[config.mk]
export PLATFORM = sky130hd
export DESIGN_NAME = bcd_window_bank
export DESIGN_NICKNAME = d
export VERILOG_FILES = /design/src/rtl/bwc_pkg.sv /design/src/rtl/bwc_limit_store.sv /design/src/rtl/bwc_compare.sv /design/src/rtl/bwc_result_reg.sv /design/src/rtl/bcd_window_bank.sv
export SDC_FILE = /design/constraint.sdc
export NUM_CORES = 2
export LEC_CHECK = 0
export BUFFER_PORTS_ARGS = -buffer_cell sky130_fd_sc_hd__buf_4
export CAP_MARGIN = 25
export CORE_UTILIZATION = 52
export DETAILED_ROUTE_END_ITERATION = 7
export PLACE_DENSITY = 0.72
export SYNTH_ARGS = -nofsm -noshare
export SYNTH_HDL_FRONTEND = slang
export SYNTH_SLANG_ARGS = --single-unit
[constraint.sdc]
create_clock -name clk -period 2.64 [get_ports clk]
set_input_delay 0.528 -clock clk [delete_from_list [all_inputs] [get_ports clk]]
set_output_delay 0.528 -clock clk [all_outputs]
set_load 0.02 [all_outputs]
[src/rtl/bwc_pkg.sv]
// Package: shared sizing for the BCD window comparator bank.
// Assumes four bits per BCD digit.
package bwc_pkg;
    parameter int WIN_COUNT  = 16;
    parameter int BCD_DIGITS = 4;
    localparam int VAL_W  = BCD_DIGITS * 4;
    localparam int ADDR_W = $clog2(2 * WIN_COUNT);
endpackage

[src/rtl/bwc_limit_store.sv]
// Module: bwc_limit_store
// Holds one lower and one upper bound per window. The address LSB picks
// lower (0) or upper (1); the remaining bits pick the window. Addresses
// that name no window are dropped. Assumes the writer keeps bounds stable
// while it expects meaningful evaluations.
module bwc_limit_store #(
    parameter int N  = 16,
    parameter int W  = 16,
    parameter int AW = 5
) (
    input  logic                clk,
    input  logic                rst_n,
    input  logic                wr_en,
    input  logic [AW-1:0]       wr_addr,
    input  logic [W-1:0]        wr_data,
    output logic [N-1:0][W-1:0] lo_o,
    output logic [N-1:0][W-1:0] hi_o
);

    for (genvar g = 0; g < N; g++) begin : g_win
        localparam logic [AW-1:0] LO_ADDR = AW'(2 * g);
        localparam logic [AW-1:0] HI_ADDR = AW'(2 * g + 1);

        logic lo_sel;
        logic hi_sel;

        // Decode this window's two addresses.
        always_comb begin
            lo_sel = wr_en && (wr_addr == LO_ADDR);
            hi_sel = wr_en && (wr_addr == HI_ADDR);
        end

        // Lower bound register.
        always_ff @(posedge clk) begin
            if (!rst_n)      lo_o[g] <= '0;
            else if (lo_sel) lo_o[g] <= wr_data;
        end

        // Upper bound register.
        always_ff @(posedge clk) begin
            if (!rst_n)      hi_o[g] <= '0;
            else if (hi_sel) hi_o[g] <= wr_data;
        end

        p_lo_write_r1: assert property (@(posedge clk) disable iff (!rst_n)
            (wr_en && wr_addr == LO_ADDR) |=> lo_o[g] == $past(wr_data));
        p_hi_write_r1: assert property (@(posedge clk) disable iff (!rst_n)
            (wr_en && wr_addr == HI_ADDR) |=> hi_o[g] == $past(wr_data));
        p_lo_keep_r1: assert property (@(posedge clk) disable iff (!rst_n)
            (wr_addr != LO_ADDR || !wr_en) |=> $stable(lo_o[g]));
    end

endmodule

[src/rtl/bwc_compare.sv]
// Module: bwc_compare
// Combinational inclusive window test for every window. USE_DIGITS=1
// builds a digit-by-digit magnitude compare, most significant digit first.
// USE_DIGITS=0 compares the whole raw word. Both give the same ordering
// because nibbles weigh by position.
module bwc_compare #(
    parameter int N          = 16,
    parameter int DIGITS     = 4,
    parameter bit USE_DIGITS = 1'b0,
    localparam int W         = DIGITS * 4
) (
    input  logic [W-1:0]        value,
    input  logic [N-1:0][W-1:0] lo_i,
    input  logic [N-1:0][W-1:0] hi_i,
    output logic [N-1:0]        hit_o
);

    // a <= b, decided at the highest digit position where a and b differ.
    function automatic logic le_digits(input logic [W-1:0] a, input logic [W-1:0] b);
        logic decided;
        logic res;
        decided = 1'b0;
        res     = 1'b1;
        for (int d = DIGITS - 1; d >= 0; d--) begin
            if (!decided && (a[d*4 +: 4] != b[d*4 +: 4])) begin
                decided = 1'b1;
                res     = a[d*4 +: 4] < b[d*4 +: 4];
            end
        end
        return res;
    endfunction

    for (genvar g = 0; g < N; g++) begin : g_cmp
        if (USE_DIGITS) begin : g_digit
            // Digit-serial bounds test.
            always_comb hit_o[g] = le_digits(lo_i[g], value) && le_digits(value, hi_i[g]);
        end else begin : g_raw
            // Raw-pattern bounds test.
            always_comb hit_o[g] = (lo_i[g] <= value) && (value <= hi_i[g]);
        end
    end

endmodule

[src/rtl/bwc_result_reg.sv]
// Module: bwc_result_reg
// Captures the hit vector when the evaluate strobe is high and holds it
// otherwise. Assumes the hit vector has settled within one cycle.
module bwc_result_reg #(
    parameter int N = 16
) (
    input  logic         clk,
    input  logic         rst_n,
    input  logic         eval,
    input  logic [N-1:0] hit_i,
    output logic [N-1:0] result_o
);

    // Load on strobe, hold between strobes.
    always_ff @(posedge clk) begin
        if (!rst_n)    result_o <= '0;
        else if (eval) result_o <= hit_i;
    end

    p_hold_r4: assert property (@(posedge clk) disable iff (!rst_n)
        !eval |=> $stable(result_o));
    p_reset_clear_r7: assert property (@(posedge clk)
        !rst_n |=> result_o == '0);

endmodule

[src/rtl/bcd_window_bank.sv]
// Module: bcd_window_bank (top)
// Sixteen inclusive BCD windows, written through a flat register port and
// evaluated against a present value on a strobe. No BCD validity checks
// are made; bounds are ordered as raw unsigned patterns.
module bcd_window_bank
    import bwc_pkg::*;
#(
    parameter int N          = WIN_COUNT,
    parameter int DIGITS     = BCD_DIGITS,
    parameter bit USE_DIGITS = 1'b1,
    localparam int W         = DIGITS * 4,
    localparam int AW        = $clog2(2 * N)
) (
    input  logic          clk,
    input  logic          rst_n,
    input  logic          wr_en,
    input  logic [AW-1:0] wr_addr,
    input  logic [W-1:0]  wr_data,
    input  logic          eval,
    input  logic [W-1:0]  value,
    output logic [N-1:0]  result
);

    logic [N-1:0][W-1:0] lo_w;
    logic [N-1:0][W-1:0] hi_w;
    logic [N-1:0]        hit_w;

    bwc_limit_store #(.N(N), .W(W), .AW(AW)) u_store (
        .clk     (clk),
        .rst_n   (rst_n),
        .wr_en   (wr_en),
        .wr_addr (wr_addr),
        .wr_data (wr_data),
        .lo_o    (lo_w),
        .hi_o    (hi_w)
    );

    bwc_compare #(.N(N), .DIGITS(DIGITS), .USE_DIGITS(USE_DIGITS)) u_cmp (
        .value (value),
        .lo_i  (lo_w),
        .hi_i  (hi_w),
        .hit_o (hit_w)
    );

    bwc_result_reg #(.N(N)) u_res (
        .clk      (clk),
        .rst_n    (rst_n),
        .eval     (eval),
        .hit_i    (hit_w),
        .result_o (result)
    );

    for (genvar g = 0; g < N; g++) begin : g_chk
        p_zero_low_r5: assert property (@(posedge clk) disable iff (!rst_n)
            (eval && value == '0 && lo_w[g] == '0) |=> result[g]);
        p_inverted_r9: assert property (@(posedge clk) disable iff (!rst_n)
            (eval && lo_w[g] > hi_w[g]) |=> !result[g]);
        p_below_r2: assert property (@(posedge clk) disable iff (!rst_n)
            (eval && value < lo_w[g]) |=> !result[g]);
    end

endmodule

==> flow_summary.yaml <==
run_status:
  status: "finished clean"
clock_network:
  cts_sinks: 528
  clk_latency_ns: 0.64
  clock_path_buffers: 3
  cts_root_buf: "clkbuf_16"
  cts_setup_buffers: 0
  cts_max_level: 2
  cts_made_buffers: 59
  cts_tree: "yes"
  hold_buffers: 0
  cts_resized: 0
  path_clk_slew_ns: 0.06
worst_hold_path:
  hold_class: "primary input to register"
critical_path:
  slowest_stage: "a2111oi_0"
  endpoint: "u_res.result_o[13]$_SDFFE_PN0P_"
  slowest_delay_ns: 1.04
  r2r-end: "u_res.result_o[13]$_SDFFE_PN0P_"
  arrival_ns: 2.98
  crit_start: "value[8]"
  crit_top_cell: "buf_4"
  startpoint_type: "primary input"
  worst-path-max-fanout: 7
  required_ns: 3.17
  worstPathCellList: "buf_4 -> inv_1 -> buf_4 -> ha_1 -> nand4_1 -> a2111oi_0 -> a21oi_1 -> nand3_1 -> o21ai_0"
  r2r-start: "u_store.hi_o[223]$_SDFFE_PN0P_"
  r2r_slack_ns: 0.27
  endpoint_kind: "register"
  r2r_cells: 8
  criticalPathCategory: "primary input to register"
sta:
  fin_ws_ns: 0.189
  tightest_slew_ns: 1.17
  report.final.slew_viol_count: 0
  setup_viol: 0
  final-hold-violation-count: 0
  fin_crit_sh: 0.929
  clock-skew-final_ns: 0.0222
  worst_hold_slack_ns: 0.256
  max_freq_mhz: 408
  rsz0062_at_grt: "no"
  period_minus_slack_ns: 2.45
  max_slew_margin: 0.200
die:
  fp.dieH_um: 249
  die_w_um: 249
  dieArea_um2: 62100
  core_um2: 60400
  start_util: 0.527
  num_rows: 90
  io_pins: 57
power_and_ir_drop:
  powerDensity_nw_per_um2: 514
  peakVddDrop_mv: 0.516
  p_leak_nw: 13.7
synth:
  synth-seq-cells: 528
  ys.warnings.count: 0
  async_reset_ff_frac: 0
  synth_area_leaders: "dfxtp_1 (33%), ha_1 (20%), nand2_1 (13%)"
  synth_top_area_share: 0.332
  avgSynthCellArea_um2: 8.06
  ys_seq_area_frac: 0.332
  syn-cell-area_um2: 31800
  syn-num-nets: 4498
  synth_flop_cell: "dfxtp_1"
  synth_edf_count: 0
  synth.distinct_cells: 44
  syn_inst: 3945
  synth_top_cell_by_area: "dfxtp_1"
placed_design:
  place_area_um2: 34100
  portBuffers: 56
  gp_congestion: 0.936
  place_ws_ns: -0.342
  place_hpwl_mm: 64.0
routing:
  drt_iter0_markers: 2514
  drt_wl_total_mm: 100
  viasPerCell: 5.76
  drc: 0
  antenna_left: 0
  wl_per_cell_um: 20.5
  dr.pass1.iters: 5
  vias: 28200
global_route:
  grtUsageTotal: 0.318
  grt_pass1_vias: 26600
  grt_overflow: 0
  grt_first_pass_wirelength_mm: 153
  grt_max_degree: 212
  antenna_found_initial: 2
final_layout:
  final_nets: 4618
  layout-drive-gt1-share: 0.0806
  fin_area_um2: 36000
  antenna_cells: 0
  area_growth_pct: 13.4
run:
  drv_cap: 0
-- worst max-delay path: cells and delay by family --
family | cells | cell delay [ns]
AOI/OAI and AO/OA | 3 | 1.24
buffers and inverters | 3 | 0.54
and+or+nand+nor | 2 | 0.33
adders and majority gates | 1 | 0.32
-- area by class of cell --
type	instances	area (µm²)
fill	5396	24300
inverter	312	1170
tap	782	978
clock buffer	94	1790
timing repair buffer	234	2050
sequential	528	10600
clock inverter	11	120
multi-input combinational	2930	19400
-- where the power goes --
group	internal, W	leakage (nW)	switching, W
combinational	0.000806	8.51	0.00137
clock	0.00479	0.943	0.00344
sequential	0.00804	4.26	0.0000554
total	0.0136	13.7	0.00487
-- state kept, by name, indices dropped and copies added (netlist names) --
| signal | cells |
|---|---|
| u_res.result_o | 16 |
| u_store.hi_o | 256 |
| u_store.lo_o | 256 |
-- through the flow --
stage	instances	setup TNS, ns	util	power, W
2_1_floorplan	3945	0	-	0.00943
3_3_place_gp	4785	-1.97	0.565	0.0104
3_5_place_dp	4785	-1.16	0.565	0.0104
4_1_cts	4890	0	0.597	0.0186
5_1_grt	4891	0	0.597	0.0191
6_report	4891	0	0.597	0.0185
-- routing by layer --
| layer | vias to the layer above | routed length (µm) | GRT usage |
|---|---|---|---|
| met5 | - | 13 | 0 |
| met4 | 2 | 4280 | 0.137 |
| li1 | 13700 | - | - |
| met1 | 13300 | 44700 | 0.438 |
| met3 | 223 | 7560 | 0.0417 |
| met2 | 980 | 43400 | 0.496 |
-- synthesized netlist by cell type (all sizes together), types with 4 or more instances --
cell type / instances
nor2: 51
a21boi: 513
nand2: 1125
o21ai: 75
buf: 36
o2111ai: 8
a31oi: 6
and4: 15
a311oi: 6
o32ai: 6
nand2b: 34
nor3: 12
inv: 312
a21oi: 160
a41o: 5
nand3: 28
ha: 512
clkbuf: 139
nor2b: 75
dfxtp: 528
a221oi: 4
a211oi: 15
o21a: 46
a21o: 42
a2111oi: 15
and2b: 5
o211ai: 39
a41oi: 11
nand4: 98
-- placed cells by master (no fill, tap or decap), types with 5 or more instances in the layout --
cell | Yosys | routed
clkbuf_16 | 0 | 60
clkinv_2 | 0 | 7
nand2_1 | 1125 | 1125
a31oi_1 | 6 | 6
a211oi_1 | 15 | 15
buf_12 | 0 | 23
nor2_1 | 51 | 51
a41o_1 | 5 | 5
o211ai_1 | 39 | 39
o32ai_1 | 6 | 6
a21o_1 | 42 | 42
a21boi_1 | 10 | 10
nand4_1 | 98 | 98
clkbuf_8 | 0 | 16
o21ai_0 | 75 | 75
nor2b_1 | 75 | 74
a21boi_0 | 503 | 503
nand3_1 | 28 | 28
a2111oi_0 | 15 | 14
a311oi_1 | 6 | 6
a21oi_1 | 160 | 160
ha_1 | 512 | 512
and4_1 | 15 | 15
and2b_1 | 5 | 5
nand2b_1 | 34 | 34
o2111ai_1 | 8 | 8
dfxtp_1 | 528 | 528
a41oi_1 | 11 | 11
buf_4 | 2 | 209
nor3_2 | 8 | 8
inv_1 | 312 | 312
o21a_1 | 46 | 46
clkbuf_1 | 139 | 18
-- worst min-delay path by stage --
stage,endpoint,slack [ns],start,cells after the start
3_5_place_dp,u_store.hi_o[122]$_SDFFE_PN0P_,0.45,u_store.hi_o[122]$_SDFFE_PN0P_,2
4_1_cts,u_res.result_o[1]$_SDFFE_PN0P_,0.22,eval,4
6_report,u_res.result_o[1]$_SDFFE_PN0P_,0.26,eval,4
3_3_place_gp,u_store.hi_o[122]$_SDFFE_PN0P_,0.44,u_store.hi_o[122]$_SDFFE_PN0P_,2
2_1_floorplan,u_store.hi_o[121]$_SDFFE_PN0P_,0.44,u_store.hi_o[121]$_SDFFE_PN0P_,2
5_1_grt,u_res.result_o[1]$_SDFFE_PN0P_,0.26,eval,4
-- cells by family after synthesis --
logic type | Yosys count | share of synthesized area
buffers and inverters | 487 | 0.0591
AO/OA/AOI/OAI | 969 | 0.213
AND/OR/NAND/NOR | 1449 | 0.194
flip-flops | 528 | 0.332
adder cells (fa/ha/maj) | 512 | 0.202
Power figures use the tool's default switching activity.
